File: src/rtl/flash_status_responder.sv
module flash_status_responder #(
  parameter int DATA_W    = 8,
  parameter int ADDR_W    = 16,
  parameter int BLK_OFF_W = 12
) (
  input  logic              clk,
  input  logic              rst,
  input  logic [1:0]        op_mode,
  input  logic [DATA_W-1:0] prog_byte,
  input  logic [ADDR_W-1:0] op_addr,
  input  logic [ADDR_W-1:0] rd_addr,
  input  logic              rd_strobe,
  input  logic [DATA_W-1:0] array_data,
  output logic [DATA_W-1:0] rd_data
);
  localparam logic [1:0] M_IDLE  = 2'd0;
  localparam logic [1:0] M_PROG  = 2'd1;
  localparam logic [1:0] M_ERASE = 2'd2;
  localparam logic [1:0] M_SUSP  = 2'd3;
  localparam int POLL_BIT = 7;
  localparam int TGL_BIT  = 6;

  logic              tgl_q, stb_q;
  logic              busy, susp, in_blk, stb_rise, show_status;
  logic [DATA_W-1:0] status;

  assign busy     = (op_mode == M_PROG) || (op_mode == M_ERASE);
  assign susp     = (op_mode == M_SUSP);
  assign in_blk   = rd_addr[ADDR_W-1:BLK_OFF_W] == op_addr[ADDR_W-1:BLK_OFF_W];
  assign stb_rise = rd_strobe && !stb_q;

  always_ff @(posedge clk) begin
    if (rst) begin
      stb_q <= 1'b0;
      tgl_q <= 1'b0;
    end else begin
      stb_q <= rd_strobe;
      if (op_mode == M_IDLE)
        tgl_q <= 1'b0;
      else if (busy && stb_rise)
        tgl_q <= ~tgl_q;
    end
  end

  always_comb begin
    status           = '0;
    status[POLL_BIT] = (op_mode == M_PROG) ? ~prog_byte[POLL_BIT] : susp;
    status[TGL_BIT]  = tgl_q;
  end

  assign show_status = busy || (susp && in_blk);
  assign rd_data     = show_status ? status : array_data;

  logic unused_ok;
  assign unused_ok = ^{prog_byte[POLL_BIT-1:0], op_addr[BLK_OFF_W-1:0], rd_addr[BLK_OFF_W-1:0]};
endmodule


File: config.mk
export PLATFORM = sky130hd
export DESIGN_NAME = flash_status_responder
export DESIGN_NICKNAME = d
export VERILOG_FILES = /design/src/rtl/flash_status_responder.sv
export SDC_FILE = /design/constraint.sdc
export NUM_CORES = 1
export LEC_CHECK = 0
export ABC_CLOCK_PERIOD_IN_PS = 2450
export BUFFER_PORTS_ARGS = -buffer_cell sky130_fd_sc_hd__buf_2
export CAP_MARGIN = 20
export CORE_AREA = 2 2 39 41
export CTS_CLUSTER_SIZE = 25
export DETAILED_ROUTE_END_ITERATION = 12
export DIE_AREA = 0 0 41 43
export PLACE_DENSITY = 0.74
export SYNTH_ARGS = -nofsm -noshare
export SYNTH_HDL_FRONTEND = slang
export SYNTH_SLANG_ARGS = --single-unit
File: constraint.sdc
create_clock -name clk -period 2.45 [get_ports clk]
set_clock_uncertainty 0.1 [all_clocks]
set_input_delay 0.49 -clock clk [delete_from_list [all_inputs] [get_ports clk]]
set_output_delay 0.49 -clock clk [all_outputs]
set_load 0.005 [all_outputs]
==> flow_metrics.env, run 1 <==
export IMPL_register_area_sq_um=40.04
export IMPL_cts_htree_levels=1
export IMPL_cts_root_buf="clkbuf_4"
export IMPL_grt_start_max_net_pins=9
export IMPL_setup_viol=0
export IMPL_fp_dieArea_sq_um=1763
export IMPL_critPathRequiredTime_ns=1.86
export IMPL_fp_dieH_um=43
export IMPL_p_leak_nw=0.2547
export IMPL_cts_tree="done"
export IMPL_synth_area_leaders="dfxtp_1 15%, and2_1 14%, ha_1 14%, xor2_1 13%, mux2_4 11%"
export IMPL_cts_resized=0
export IMPL_max_slew_margin_rel_pct=82.17
export IMPL_synth_area_sq_um=262.8
export IMPL_multi_input_area_sq_um=215.2
export IMPL_synthesis_nets=83
export IMPL_grt_pass1_wl_um=966
export IMPL_ys_warn_count=0
export IMPL_synth_avg_cell_area_sq_um=9.732
export IMPL_clk_pin_slew_worst_paths_ns=0.03
export IMPL_fin_crit_ns=2.271
export IMPL_status="finished, final reports clean"
export IMPL_synth_seq_cells=2
export IMPL_reg2reg_slack_ns=1.57
export IMPL_port_buffers=29
export IMPL_hold_path_class="primary input to flop"
export IMPL_tns_ns=0
export IMPL_cp_end_kind="primary output"
export IMPL_slew_violations=0
export IMPL_fillCellCount=155
export IMPL_cap_viol_max_count=0
export IMPL_ir_worst_vdd_mv=0.08891
export IMPL_antenna_left=0
export IMPL_first_pass_iters=1
export IMPL_fmax_mhz=440.4
export IMPL_via_per_inst=4.133
export IMPL_worst_pin_slew_ns=0.2674
export IMPL_area_growth_pct=71.43
export IMPL_crit_arrival_ns=1.68
export IMPL_cts_buffers=3
export IMPL_totalWireLength_um=591
export IMPL_ys_seq_area_share_pct=15.24
export IMPL_hold_violations=0
export IMPL_utilization_pct=32.55
export IMPL_grt_pass1_vias=304
export IMPL_grt_antenna_before_repair=0
export IMPL_yosysUniqueCellTypes=14
export IMPL_num_io_pins=61
export IMPL_synth_top_area_share_pct=15.24
export IMPL_place_congestion=0.5793
export IMPL_setup_ws_ns=0.1793
export IMPL_power_density_nw_per_um2=394.7
export IMPL_synth_top_area_cell="dfxtp_1"
export IMPL_start_util_pct=18.99
export IMPL_cts_setup_buffers=0
export IMPL_holdBufCountCts=0
export IMPL_grtUsageTotal_pct=8.116
export IMPL_wl_per_cell_um=7.880
export IMPL_clock_path_buffers=2
export IMPL_fp_row_count=14
export IMPL_drc_errors=0
export IMPL_path_max_fanout=8
export IMPL_grt_setup_unrepaired="false"
export IMPL_cts_sinks=2
export IMPL_fin_crit_sh_pct=92.68
export IMPL_crit_type="primary input to primary output"
export IMPL_hold_ws_ns=0.3490
export IMPL_core_sq_um=1384
export IMPL_vias=310
export IMPL_pre_cts_ws_ns=0.1718
export IMPL_num_nets_final=117
export IMPL_grt_ovfl_total=0
export IMPL_diodes=0
export IMPL_startpoint_type="primary input"
export IMPL_insertion_delay_ns=0.22
export IMPL_synthCells=27
export IMPL_die_x_um=41
export IMPL_final_layout_size_suffix_gt1_share_pct=62.71
export IMPL_drt_initial_drc_count=0
[cell usage after synthesis, drive strengths merged]
cell and n:
a21oi 1, mux2 2, nor2 1, and2 6
xnor2 1, xor2 4, nor3 2, a31oi 1
ha 3, nand3b 1, inv 2, dfxtp 2
nor2b 1
[placed cells by master (no fill, tap or decap), drive strengths merged]
cell type   n
and2        6
nor2b       1
ha          3
inv         2
a31oi       1
xor2        4
dfxtp       2
xnor2       1
a21oi       1
mux2        2
clkbuf      3
nor3        2
nor2        1
buf        29
nand3b      1
[final cells by class]
type,count,share of cell area [%]
Clock buffer,3,5.000
Inverter,2,1.667
Multi-Input combinational cell,23,47.78
Sequential cell,2,8.889
Tap cell,16,4.444
Timing Repair Buffer,29,32.22
[worst max-delay path, cell delays in order]
cell	delay, ns
buf_2	0.10
inv_1	0.04
ha_1	0.33
a31oi_4	0.27
mux2_4	0.32
buf_2	0.12
[flip-flops by register name (all words and copies together) (netlist names)]
| signal | cells |
|---|---|
| tgl_q | 1 |
| stb_q | 1 |
[report_power, final]
group	leakage (nW)	internal (mW)	switching [mW]
sequential	0.0165	0.0349	0.000999
clock	0.0138	0.0540	0.0175
combinational	0.224	0.0416	0.0288
total	0.255	0.130	0.0474
[routing by layer]
layer	track usage, %	routed length [um]	vias to the layer above
met5	0	0	-
li1	-	-	153
met3	0	78	0
met2	15.63	340	22
met4	8.000	0	0
met1	6.070	173	135
[through the flow]
step	power (mW)	cell area (sq um)	instances
2_1_floorplan	0.07478	262.8	27
3_3_place_gp	0.1063	427.9	72
3_5_place_dp	0.1076	427.9	72
4_1_cts	0.1822	450.4	75
5_1_grt	0.1944	450.4	75
6_report	0.1778	450.4	75
[worst paths after layout]
check,start,end,cells after the start
worst max-delay path,op_mode[0],rd_data[7],6
worst min-delay path,rst,stb_q,2
worst max register to register,stb_q,tgl_q,3
worst min register to register,tgl_q,tgl_q,2
[kinds of logic after synthesis]
group                    after synthesis  synth area share, %
AO/OA/AOI/OAI                          2                9.998
XOR/XNOR                               5                19.52
adder cells (fa/ha/maj)                3                14.29
buffers and inverters                  2                2.858
flip-flops                             2                15.24
multiplexers                           2                11.43
AND/OR/NAND/NOR                       11                26.67
Note: power is estimated with default switching activity, not from simulation.
==> run 2: changes to the inputs <==
ABC_AREA = 1   (was not set)
PLACE_DENSITY = 0.72   (was 0.74)
==> flow_metrics.env, run 2 <==
export IMPL_synth_top_area_share_pct=20.51
export IMPL_path_cells="buf_2, inv_1, ha_1, inv_1, nand2_4, nand2_1, nand2_1, buf_2"
export IMPL_cts_htree_levels=1
export IMPL_grt_setup_unrepaired="false"
export IMPL_ys_seq_area_share_pct=13.68
export IMPL_fmax_mhz=506.0
export IMPL_final_cell_area_sq_um=480.5
export IMPL_vias=406
export IMPL_cts_tree="done"
export IMPL_crit_type="primary input to primary output"
export IMPL_num_nets_final=144
export IMPL_antenna_left=0
export IMPL_final_common_cell="buf_2"
export IMPL_cts_root_buf="clkbuf_4"
export IMPL_synth_common_cells="16 x inv_1, 11 x nand2_1, 11 x nor2_1"
export IMPL_max_slew_margin_rel_pct=88.13
export IMPL_grt_start_max_net_pins=9
export IMPL_p_total_uw=171.3
export IMPL_fin_crit_sh_pct=80.67
export IMPL_postPlaceCellArea_sq_um=457.9
export IMPL_hpwlAfterDp_um=621.2
export IMPL_ir_worst_vdd_mv=0.2468
export IMPL_place_congestion=0.6263
export IMPL_layout_common_cells="29 x buf_2, 16 x inv_1, 11 x nand2_1, 11 x nor2_1"
export IMPL_synth_area_sq_um=292.8
export IMPL_wl_per_cell_um=6.667
export IMPL_setup_viol=0
export IMPL_grt_ovfl_total=0
export IMPL_fp_row_count=14
export IMPL_startpoint_type="primary input"
export IMPL_grt_antenna_before_repair=0
export IMPL_totalWireLength_um=680
export IMPL_cts_resized=0
export IMPL_synthesis_nets=110
export IMPL_path_buf_inv=4
export IMPL_synth_top_area_cell="inv_1"
export IMPL_drt_initial_drc_count=0
export IMPL_grtUsageTotal_pct=8.116
export IMPL_hold_path_class="primary input to flop"
export IMPL_insertion_delay_ns=0.22
export IMPL_slew_violations=0
export IMPL_worst_pin_slew_ns=0.1778
export IMPL_ys_warn_count=0
export IMPL_die_x_um=41
export IMPL_diodes=0
export IMPL_holdBufCountCts=0
export IMPL_critPathRequiredTime_ns=1.86
export IMPL_async_reset_ff_share_pct=0
export IMPL_tns_ns=0
export IMPL_synth_avg_cell_area_sq_um=5.422
export IMPL_yosysMostFrequentCell="inv_1"
export IMPL_start_util_pct=21.16
export IMPL_port_buffers=29
export IMPL_cap_viol_max_count=0
export IMPL_status="finished, final reports clean"
export IMPL_synth_edf_count=0
export IMPL_grt_pass1_wl_um=979
export IMPL_clk_pin_slew_worst_paths_ns=0.03
export IMPL_synth_area_leaders="inv_1 21%, nand2_1 14%, nor2_1 14%, dfxtp_1 14%, ha_1 13%"
export IMPL_area_growth_pct=64.10
export IMPL_first_pass_iters=1
export IMPL_synth_seq_cells=2
export IMPL_crit_slowest_cell="ha_1"
export IMPL_synthFlopType="dfxtp_1"
export IMPL_yosysUniqueCellTypes=14
export IMPL_power_density_nw_per_um2=356.6
export IMPL_grt_pass1_vias=337
export IMPL_fp_dieH_um=43
export IMPL_num_io_pins=61
export IMPL_cts_sinks=2
export IMPL_core_sq_um=1384
export IMPL_synthCells=54
export IMPL_crit_arrival_ns=1.39
export IMPL_via_per_inst=3.980
export IMPL_pre_cts_ws_ns=0.4561
export IMPL_setup_ws_ns=0.4737
export IMPL_p_leak_nw=0.3315
export IMPL_hold_violations=0
export IMPL_path_max_fanout=8
export IMPL_fp_dieArea_sq_um=1763
export IMPL_cp_slowest_stage_delay_ns=0.27
export IMPL_clock_path_buffers=2
export IMPL_drc_errors=0
export IMPL_fin_crit_ns=1.976
export IMPL_final_layout_size_suffix_gt1_share_pct=41.86
export IMPL_cp_end_kind="primary output"
export IMPL_cp_top_family="buffers and inverters"
export IMPL_cts_setup_buffers=0
export IMPL_cts_buffers=3
export IMPL_largestRegisters="stb_q x1, tgl_q x1"
-- run 2: cells by family after synthesis --
group                    Yosys count  share of synthesized area (%)
adder cells (fa/ha/maj)            3                          12.82
AND/OR/NAND/NOR                   28                          43.17
XOR/XNOR                           1                          2.992
AO/OA/AOI/OAI                      4                          6.834
flip-flops                         2                          13.68
buffers and inverters             16                          20.51
-- run 2: final timing paths --
path                                  from         end  slack, ns  cells after the start
worst max-delay path            op_mode[0]  rd_data[6]       0.47                      8
worst min-delay path                   rst       stb_q       0.35                      2
worst max register to register       stb_q       tgl_q       1.59                      4
worst min register to register       tgl_q       tgl_q       0.36                      2
-- run 2: per-stage QoR --
step | utilization (%) | hold slack (ns) | instances
after detailed placement | 33.09 | 0.3618 | 99
after floorplan | - | 0.3384 | 54
after CTS | 34.72 | 0.3482 | 102
after global placement | 33.09 | 0.3539 | 99
after global routing | 34.72 | 0.3528 | 102
final | 34.72 | 0.3504 | 102
-- run 2: routing by layer --
layer	up-vias	routed length (um)	global-route usage (%)
met2	21	344	16.56
met3	0	90	1.571
met5	-	0	0
met1	166	244	5.112
li1	219	-	-
met4	0	0	6.000
-- run 2: final cells by class --
cell class	instances	area, sq um
Tap cell	16	20.02
Fill cell	151	903.4
Clock buffer	3	22.52
Timing Repair Buffer	29	145.1
Sequential cell	2	40.04
Inverter	16	60.06
Multi-Input combinational cell	36	192.7
-- run 2: worst reg2reg max path: stages, from the launching register on --
cell and delay [ns]:
dfxtp_1 0.28, nor2_1 0.09, nand2_1 0.07, o21ai_0 0.15, a21oi_1 0.05
-- run 2: power breakdown --
part / internal, mW / total, mW / leakage, nW / switching (mW)
combinational: 0.0336 / 0.0668 / 0.301 / 0.0332
sequential: 0.0348 / 0.0354 / 0.0165 / 0.000656
clock: 0.0538 / 0.0691 / 0.0138 / 0.0153
total: 0.122 / 0.171 / 0.332 / 0.0492
